===== src/rtl/zs_pkg.sv =====
package zs_pkg;
  typedef enum logic [1:0] {
    WIN_THREE = 2'd0,
    WIN_FOUR  = 2'd1,
    WIN_FIVE  = 2'd2,
    WIN_FIVEX = 2'd3
  } win_e;

  // reach below the centre channel
  function automatic int reach_dn(win_e w);
    return (w == WIN_FIVE || w == WIN_FIVEX) ? 2 : 1;
  endfunction

  // reach above the centre channel
  function automatic int reach_up(win_e w);
    return (w == WIN_THREE) ? 1 : 2;
  endfunction

  function automatic logic tap_used(win_e w, int off);
    return (off >= -reach_dn(w)) && (off <= reach_up(w));
  endfunction
endpackage


===== src/rtl/zs_win_sum.sv =====
module zs_win_sum
  import zs_pkg::*;
#(
  parameter int NCH = 32,
  parameter int AW  = 8,
  parameter int SW  = AW + 3
) (
  input  logic [NCH*AW-1:0] amp_bus,
  input  win_e              win,
  output logic [NCH*SW-1:0] sum_flat
);
  localparam int PAD = 2;
  localparam int PW  = (NCH + 2*PAD) * AW;

  // zero padding stands in for the absent edge neighbours
  logic [PW-1:0] padded;
  assign padded = {{(PAD*AW){1'b0}}, amp_bus, {(PAD*AW){1'b0}}};

  for (genvar ch = 0; ch < NCH; ch++) begin : g_ch
    logic [SW-1:0] acc;
    always_comb begin
      acc = '0;
      for (int off = -PAD; off <= PAD; off++) begin
        if (tap_used(win, off))
          acc = acc + SW'(padded[(ch + off + PAD)*AW +: AW]);
      end
    end
    assign sum_flat[ch*SW +: SW] = acc;
  end
endmodule


===== src/rtl/zs_thr_bank.sv =====
module zs_thr_bank #(
  parameter int NCH = 32,
  parameter int SW  = 11,
  parameter int AAW = 6
) (
  input  logic              clk,
  input  logic              rst_n,
  input  logic              thr_we,
  input  logic [AAW-1:0]    thr_addr,
  input  logic [SW-1:0]     thr_data,
  input  logic              hyst_we,
  input  logic [SW-1:0]     hyst_data,
  output logic [NCH*SW-1:0] thr_flat,
  output logic [NCH*SW-1:0] rel_flat
);
  function automatic logic [SW-1:0] release_of(logic [SW-1:0] t, logic [SW-1:0] h);
    return (t > h) ? (t - h) : '0;
  endfunction

  logic [SW-1:0] hyst_q;

  always_ff @(posedge clk or negedge rst_n) begin
    if (!rst_n)      hyst_q <= '0;
    else if (hyst_we) hyst_q <= hyst_data;
  end

  for (genvar i = 0; i < NCH; i++) begin : g_thr
    logic [SW-1:0] thr_q;
    always_ff @(posedge clk or negedge rst_n) begin
      if (!rst_n) thr_q <= '1;
      else if (thr_we && thr_addr == AAW'(i)) thr_q <= thr_data;
    end
    assign thr_flat[i*SW +: SW] = thr_q;
    assign rel_flat[i*SW +: SW] = release_of(thr_q, hyst_q);
  end
endmodule


===== src/rtl/zs_hyst_flag.sv =====
module zs_hyst_flag #(
  parameter int NCH = 32,
  parameter int SW  = 11
) (
  input  logic              clk,
  input  logic              rst_n,
  input  logic              sample_valid,
  input  logic [NCH*SW-1:0] sum_flat,
  input  logic [NCH*SW-1:0] thr_flat,
  input  logic [NCH*SW-1:0] rel_flat,
  output logic [NCH-1:0]    set_ev,
  output logic [NCH-1:0]    clr_ev,
  output logic [NCH-1:0]    hit_q
);
  for (genvar i = 0; i < NCH; i++) begin : g_flag
    assign set_ev[i] = sample_valid && (sum_flat[i*SW +: SW] >= thr_flat[i*SW +: SW]);
    assign clr_ev[i] = sample_valid && (sum_flat[i*SW +: SW] <  rel_flat[i*SW +: SW]);
    always_ff @(posedge clk or negedge rst_n) begin
      if (!rst_n)         hit_q[i] <= 1'b0;
      else if (set_ev[i]) hit_q[i] <= 1'b1;
      else if (clr_ev[i]) hit_q[i] <= 1'b0;
    end
  end
endmodule


===== src/rtl/zs_trig_edge.sv =====
module zs_trig_edge #(
  parameter int NCH = 32
) (
  input  logic           clk,
  input  logic           rst_n,
  input  logic [NCH-1:0] hit_q,
  output logic           any_hit,
  output logic           trig
);
  logic any_d;
  assign any_hit = |hit_q;

  always_ff @(posedge clk or negedge rst_n) begin
    if (!rst_n) any_d <= 1'b0;
    else        any_d <= any_hit;
  end

  assign trig = any_hit && !any_d;
endmodule


===== src/rtl/zs_neighbour_trigger.sv =====
module zs_neighbour_trigger
  import zs_pkg::*;
#(
  parameter int NCH = 32,
  parameter int AW  = 8,
  localparam int SW  = AW + 3,
  localparam int AAW = $clog2(NCH) + 1
) (
  input  logic              clk,
  input  logic              rst_n,
  input  logic              sample_valid,
  input  logic [1:0]        win_sel,
  input  logic [NCH*AW-1:0] amp_bus,
  input  logic              thr_we,
  input  logic [AAW-1:0]    thr_addr,
  input  logic [SW-1:0]     thr_data,
  input  logic              hyst_we,
  input  logic [SW-1:0]     hyst_data,
  output logic [NCH-1:0]    hit_mask,
  output logic              trig_pulse
);
  win_e              win;
  logic [NCH*SW-1:0] sum_flat;
  logic [NCH*SW-1:0] thr_flat;
  logic [NCH*SW-1:0] rel_flat;
  logic [NCH-1:0]    set_ev;
  logic [NCH-1:0]    clr_ev;
  logic              any_hit;

  assign win = win_e'(win_sel);

  zs_win_sum #(.NCH(NCH), .AW(AW), .SW(SW)) u_sum (
    .amp_bus (amp_bus),
    .win     (win),
    .sum_flat(sum_flat)
  );

  zs_thr_bank #(.NCH(NCH), .SW(SW), .AAW(AAW)) u_thr (
    .clk      (clk),
    .rst_n    (rst_n),
    .thr_we   (thr_we),
    .thr_addr (thr_addr),
    .thr_data (thr_data),
    .hyst_we  (hyst_we),
    .hyst_data(hyst_data),
    .thr_flat (thr_flat),
    .rel_flat (rel_flat)
  );

  zs_hyst_flag #(.NCH(NCH), .SW(SW)) u_flag (
    .clk         (clk),
    .rst_n       (rst_n),
    .sample_valid(sample_valid),
    .sum_flat    (sum_flat),
    .thr_flat    (thr_flat),
    .rel_flat    (rel_flat),
    .set_ev      (set_ev),
    .clr_ev      (clr_ev),
    .hit_q       (hit_mask)
  );

  zs_trig_edge #(.NCH(NCH)) u_trig (
    .clk    (clk),
    .rst_n  (rst_n),
    .hit_q  (hit_mask),
    .any_hit(any_hit),
    .trig   (trig_pulse)
  );
endmodule


===== config.mk =====
export PLATFORM = sky130hd
export DESIGN_NAME = zs_neighbour_trigger
export DESIGN_NICKNAME = d
export VERILOG_FILES = /design/src/rtl/zs_pkg.sv /design/src/rtl/zs_win_sum.sv /design/src/rtl/zs_thr_bank.sv /design/src/rtl/zs_hyst_flag.sv /design/src/rtl/zs_trig_edge.sv /design/src/rtl/zs_neighbour_trigger.sv
export SDC_FILE = /design/constraint.sdc
export NUM_CORES = 2
export LEC_CHECK = 0
export BUFFER_PORTS_ARGS = -buffer_cell sky130_fd_sc_hd__buf_2
export CELL_PAD_IN_SITES_DETAIL_PLACEMENT = 1
export CELL_PAD_IN_SITES_GLOBAL_PLACEMENT = 2
export CORE_MARGIN = 2
export CORE_UTILIZATION = 32
export DETAILED_ROUTE_END_ITERATION = 10
export PLACE_DENSITY_LB_ADDON = 0.1
export RECOVER_POWER = 50
export SYNTH_ARGS = -nofsm -noshare
export SYNTH_HDL_FRONTEND = slang
export SYNTH_HIERARCHICAL = 1
export SYNTH_SLANG_ARGS = --single-unit

===== constraint.sdc =====
create_clock -name clk -period 4.7 [get_ports clk]
set_clock_uncertainty 0.05 [all_clocks]
set_input_delay 0.47 -clock clk [delete_from_list [all_inputs] [get_ports clk]]
set_output_delay 0.47 -clock clk [all_outputs]
set_load 0.02 [all_outputs]

# Word level (Yosys, flattened, before mapping)
# Cells that the tools add are included.
# op_classes
n_addsub,155
mul,0
div_mod_pow,0
n_lt_le_gt_ge,106
eq_ne,33
n_shift,0
muxes,252
bitwise,0
n_reduce_logical,139
# ops
cell,n
11-bit two-way mux,154
11-bit by 8-bit adder with 11-bit output,91
11-bit >= comparator,32
11-bit greater-than comparator,32
11-bit < comparator,32
11-bit subtractor,32
8-bit by 8-bit adder with 9-bit output,31
8-bit two-way mux,32
1-bit logical AND,102
"6-bit by 5-bit == test with 1-bit output, second input constant",16
"1-bit by 32-bit >= comparator with 1-bit output, first input constant",2
"2-bit by 32-bit >= comparator with 1-bit output, first input constant",2
"1-bit by 32-bit less-or-equal comparator with 1-bit output, first input constant",2
1-bit two-way mux,64
2-bit nonzero test,32
"6-bit by 4-bit == test with 1-bit output, second input constant",8
"3-bit by 32-bit >= comparator with 1-bit output, first input constant",1
"2-bit by 32-bit less-or-equal comparator with 1-bit output, first input constant",1
"3-bit by 32-bit less-or-equal comparator with 1-bit output, first input constant",1
2-bit negation with 32-bit output,1
32-bit OR reduction,1
"6-bit by 3-bit == test with 1-bit output, second input constant",4
"6-bit by 2-bit == test with 1-bit output, second input constant",2
"6-bit by 1-bit == test with 1-bit output, second input constant",1
other kinds (7),9
# totals
reg_bits,396
latchBits,0
mem_bits_rw,0
mem_bits_ro,0
input_bits,291
output_inout_bits,33
elab_cells,751
memories,0

# Depth between registers and ports, before layout
# depth
depth_word,19
mapped_depth,35
depth_no_buf,33

# By module
# Netlist, hierarchy kept.
# modules_own_cells
mod,n_inst,cells_per_inst,area_per_inst_um2,seq_area_each_um2
zs_win_sum,1,5980,43256.5,0.0
zs_thr_bank,1,3573,32244.7,9524.1
zs_hyst_flag,1,2483,18221.2,800.8
zs_trig_edge,1,13,110.1,25.0

# Worst setup path before layout
# OpenSTA, ideal clock, no wires.
# synth_path
kind,input to register
start,input port win_sel[1]
end,register u_flag.hit_q[2]
setup_ns,0.124
arrival_ns,6.319
t_required_ns,4.526
path_slack_ns,-1.792
stages,35
path_buffers,3
cell_sequence,clkbuf_1 > clkbuf_1 > clkbuf_1 > nand2_1 > inv_1 > ha_1 > a21o_1 > a21oi_1 > xnor2_1 > ha_1 > nand2_1 > nor2_1 > a211o_1 > a21oi_1 > xnor2_1 > ha_1 > nand3_1 > nand2_1 > a41o_1 > nor2_1 > xnor2_1 > ha_1 > o21a_1 > a31oi_1 > nor2b_1 > o221ai_1 > xor2_1 > mux2i_1 > xnor2_1 > ha_1 > o21ai_0 > nor2_1 > or3_1 > a211oi_2 > o21bai_1
# synth_between
elab_chain_cells,18
word_cells_on_any_way,37
classes_between,add/sub (5); order compare (12); eq/ne (2); mux (8); reduce/logical (10)
# synth_lines
element,line_no,rtl
"start, declared",zs_neighbour_trigger.sv:12,"input logic [1:0] win_sel,"
2-bit == test,n/a,
1-bit logical OR,n/a,
2-bit two-way mux,zs_pkg.sv:11,return (w == WIN_FIVE || w == WIN_FIVEX) ? 2 : 1;
2-bit negation with 32-bit output,zs_pkg.sv:20,return (off >= -reach_dn(w)) && (off <= reach_up(w));
2-bit by 32-bit >= comparator with 1-bit output,zs_pkg.sv:20,
1-bit logical AND,zs_pkg.sv:20,
8-bit two-way mux,zs_win_sum.sv:24,"if (tap_used(win, off))"
8-bit by 8-bit adder with 9-bit output,zs_win_sum.sv:25,acc = acc + SW'(padded[(ch + off + PAD)*AW +: AW]);
[... 4 more ...],n/a,
11-bit two-way mux,zs_win_sum.sv:24,
11-bit by 8-bit adder with 11-bit output,zs_win_sum.sv:25,
11-bit two-way mux (*),zs_win_sum.sv:24,
net sum_flat[31],zs_neighbour_trigger.sv:23,logic [NCH*SW-1:0] sum_flat;
11-bit < comparator (*),zs_hyst_flag.sv:17,assign clr_ev[i] = sample_valid && (sum_flat[i*SW +: SW] < rel_flat[i*SW +: SW]);
1-bit logical AND (*),zs_hyst_flag.sv:17,
net clr_ev[2],zs_neighbour_trigger.sv:27,logic [NCH-1:0] clr_ev;
2-bit nonzero test (no source line) (*),n/a,
"end signal, assigned by index",zs_hyst_flag.sv:19,if (!rst_n) hit_q[i] <= 1'b0;
"end signal, assigned by index",zs_hyst_flag.sv:20,else if (set_ev[i]) hit_q[i] <= 1'b1;
"end signal, assigned by index",zs_hyst_flag.sv:21,else if (clr_ev[i]) hit_q[i] <= 1'b0;
"end, declared",zs_hyst_flag.sv:13,output logic [NCH-1:0] hit_q
# Mark *: on every way through the listed nets, which the timed path passes. The rest lies on a longest branch.
# A chain may end at the register's enable or synchronous reset.

# Final worst setup path
# Ends and elaborated chain as after synthesis.

==> summary.txt <==
Num CTS Buffers -> 56
Max stage delay on crit path -> 540 ps
final core utilization -> 43.0%
Max Cap Viol -> 4
Detail Route Antenna Nets -> 0
die area -> 298000 um2
register area share after synthesis -> 11.0%
status -> finished, violations left
GP Congestion -> 0.883
htree depth -> 2
drt wl/cell -> 21.8 um
Hold Crit Endpoint -> u_thr/hyst_q[7]$_DFFE_PN0P_
power share of the combinational group -> 88.1%
Tot GR Track Use -> 26.4%
Int Pwr -> 44.5 mW
area of the multi-input gates -> 82200 um2
Crit Path Category -> input port to register
Worst-Margin Slew -> 3280 ps
switch share -> 47.4%
power per cell area -> 675 nW/um2
post-route setup TNS -> -35250 ps
Rows -> 198
Initial Util -> 32.2%
Vias per Instance -> 5.29
filler instances -> 35.3k
hold path startpoint -> hyst_data[7]
Setup Viol. Count Final -> 36
DRC Markers -> 0
area of the mapped netlist -> 93800 um2
most common cell in the netlist -> ha_1
Final Max Slew Viols -> 227
Critical R2R Capture -> u_flag/hit_q[2]$_DFFE_PN0P_
Worst EP arrival -> 6490 ps
Core Area -> 291000 um2
Yosys cell types -> 107
Hold Vio Cnt, Final -> 0
IO Pins -> 324
area grow syn2layout -> 33.7%
WHS Path Cells -> 3
Synthesis Warnings -> 6
FF+latch area -> 10400 um2
most frequent cells after synthesis -> ha_1 (1984), inv_1 (1253), nor2_1 (1142)
vias in the first global route -> 106k
initial antenna violation count -> 33
maximum vdd drop -> 0.326 mV
cell area after layout -> 125000 um2
leakage power -> 59.1 nW
Fin Hold WS -> 48.9 ps
Post-synth EDFFs -> 0
clock-pin transition on the worst setup and hold timing paths -> 70 ps
Switch Pwr -> 40.1 mW
Root Buffer -> clkbuf_16
RR Startpoint -> u_thr/hyst_q[4]$_DFFE_PN0P_
fraction of registers with async set/reset -> 100%
RSZ-0062 raised after global routing -> true
routed wire length -> 407000 um
crit path max fanout -> 8
CTS tree -> yes
hpwl dp -> 331000 um
r2r worst-path depth -> 15
Hold WC Path Type -> input port to register
Nets -> 17.1k
post-synthesis instance total -> 12.0k
failing checks -> max-capacitance violations, max-slew violations, negative setup slack
length of the first detailed-routing pass in iterations -> 5
syn_area_per_cell -> 7.79 um2
die height -> 546 um
maximum clock frequency -> 0.167 GHz
Worst Setup End Kind -> register
Most common cell on crit path -> buf_4
routed vias -> 98.6k
Yosys reg bits -> 396
Slowest-stage cell, CP -> fa_2
Die X -> 546 um
first-pass GRT wire length -> 621000 um
Critical Path RT -> 5200 ps
Slew HR -> -118%
DR iter-0 viols -> 3649
Final Critical Period -> 5990 ps
crit start category -> input port
CTS Buffer Depth -> 3
layout cells sized above 1 -> 31.1%
clock power share -> 5.8%
largest area contributor in the netlist -> ha_1
total congestion overflow -> 0
share of the synthesized area in the top cell type -> 26.5%
ranking of synthesized cells by area -> ha_1 (26%), dfstp_2 (9.9%), xnor2_1 (6.4%)
pin count of the biggest net entering global routing -> 117
fin crit share -> 127%
Area after DPL -> 118000 um2
clk_lat worst skew -> 720 ps
port bufs -> 323
Num Clock Sinks -> 396
post-route setup slack -> -1290 ps
Reg power frac -> 6.0%
Main synth FF type -> dfstp_2
R2R setup slack -> -1160 ps
==> flip-flops by register name, indices dropped and copies added (netlist names) <==
name / flops
u_thr/g_thr.thr_q: 352
u_flag/hit_q: 32
u_thr/hyst_q: 11
u_trig/any_d: 1
==> cells in the final DEF (no fill, tap or decap), types with 50 or more instances in the layout <==
master,Yosys,layout
o21ai_0,793,635
o211ai_1,70,70
nand3b_1,50,50
buf_4,10,2414
xnor2_2,1,105
a211oi_1,214,157
o21ai_1,34,126
mux2_2,368,367
nand2_1,773,761
a21o_1,261,261
xnor2_1,681,574
nand3_1,234,231
o21bai_1,112,111
ha_4,0,59
nand4_1,164,164
nor2b_1,251,212
a21oi_2,0,146
o31ai_1,119,87
a21oi_1,897,743
fa_1,152,113
ha_1,1984,1899
xor2_1,240,229
a211oi_2,30,86
o21ai_2,1,66
nor2_1,1142,1037
nor3_1,251,222
o21a_1,220,220
dfstp_2,352,352
clkbuf_16,0,58
nand2b_1,81,78
and3_1,81,81
buf_2,42,319
inv_1,1253,1239
nor2_2,3,101
or3_1,72,70
and2_1,301,288
a31oi_1,89,85
==> per-stage QoR <==
| step | setup slack (ps) | total power [mW] | instances |
|---|---|---|---|
| detailed placement | -2200 | 73.5 | 18300 |
| floorplan | -1480 | 45.1 | 12100 |
| CTS | -1200 | 81.4 | 18500 |
| global placement | -2000 | 69.9 | 18300 |
| finish | -1290 | 84.6 | 18700 |
| global route | -1610 | 93.0 | 18700 |
==> worst max-delay path by stage <==
stage          startpoint                           end  slack [ps]  depth (start not counted)
3_3_place_gp   win_sel[1]  u_flag/hit_q[14]$_DFFE_PN0P_       -2000                         34
2_1_floorplan  win_sel[1]   u_flag/hit_q[2]$_DFFE_PN0P_       -1480                         34
6_report       win_sel[1]   u_flag/hit_q[2]$_DFFE_PN0P_       -1290                         35
5_1_grt        win_sel[1]  u_flag/hit_q[16]$_DFFE_PN0P_       -1610                         37
4_1_cts        win_sel[1]   u_flag/hit_q[3]$_DFFE_PN0P_       -1200                         33
3_5_place_dp   win_sel[1]  u_flag/hit_q[14]$_DFFE_PN0P_       -2200                         34
==> layer usage <==
layer  track usage, %  routed length [um]
met1             33.5              185000
met4             6.07               11400
met2             48.2              201000
met3             1.66                9220
met5                0                   0
==> repair_timing <==
item	in CTS	in global routing
hold buffers	7	0
pin swaps	260	412
buffers inserted	95	103
setup endpoints to repair	30	30
resized for setup	357	595
gates cloned	4	1
endpoints found under the hold margin	18	0
==> cell families after synthesis <==
logic type | after synthesis | synth area share [%]
simple gates | 3536 | 18.2
compound gates | 3154 | 21.4
fa+ha+maj | 2136 | 29.7
buf+inv | 1485 | 6.09
xor+xnor | 923 | 8.63
mux | 418 | 4.96
flops | 396 | 11.0
other cells | 1 | 0.00400
==> final cells by class <==
| type | instances | area share [%] |
|---|---|---|
| flip-flops and latches | 396 | 8.25 |
| clock buffers | 68 | 1.21 |
| inverters | 1255 | 3.76 |
| clock inverters | 38 | 0.456 |
| multi-input cells | 10200 | 65.5 |
| repair buffers | 2821 | 16.9 |
| diodes | 9 | 0.0180 |
| well taps | 3900 | 3.89 |
==> power by group through the flow <==
stage	sequential (mW)	combinational, mW	clock, mW
CTS	5.12	71.2	5.10
detailed placement	5.16	68.3	0
global route	5.18	82.6	5.19
floorplan	4.83	40.3	0
global placement	5.14	64.8	0
finish	5.09	74.6	4.94
==> critical path, delay by kind of cell <==
family | cells | cell delay (ps)
adder cells (fa/ha/maj) | 6 | 1750
AO/OA/AOI/OAI | 9 | 1620
buffers and inverters | 9 | 1050
AND/OR/NAND/NOR | 7 | 960
XOR/XNOR | 3 | 320
multiplexers | 1 | 310
(Power assumes the default switching activity.)
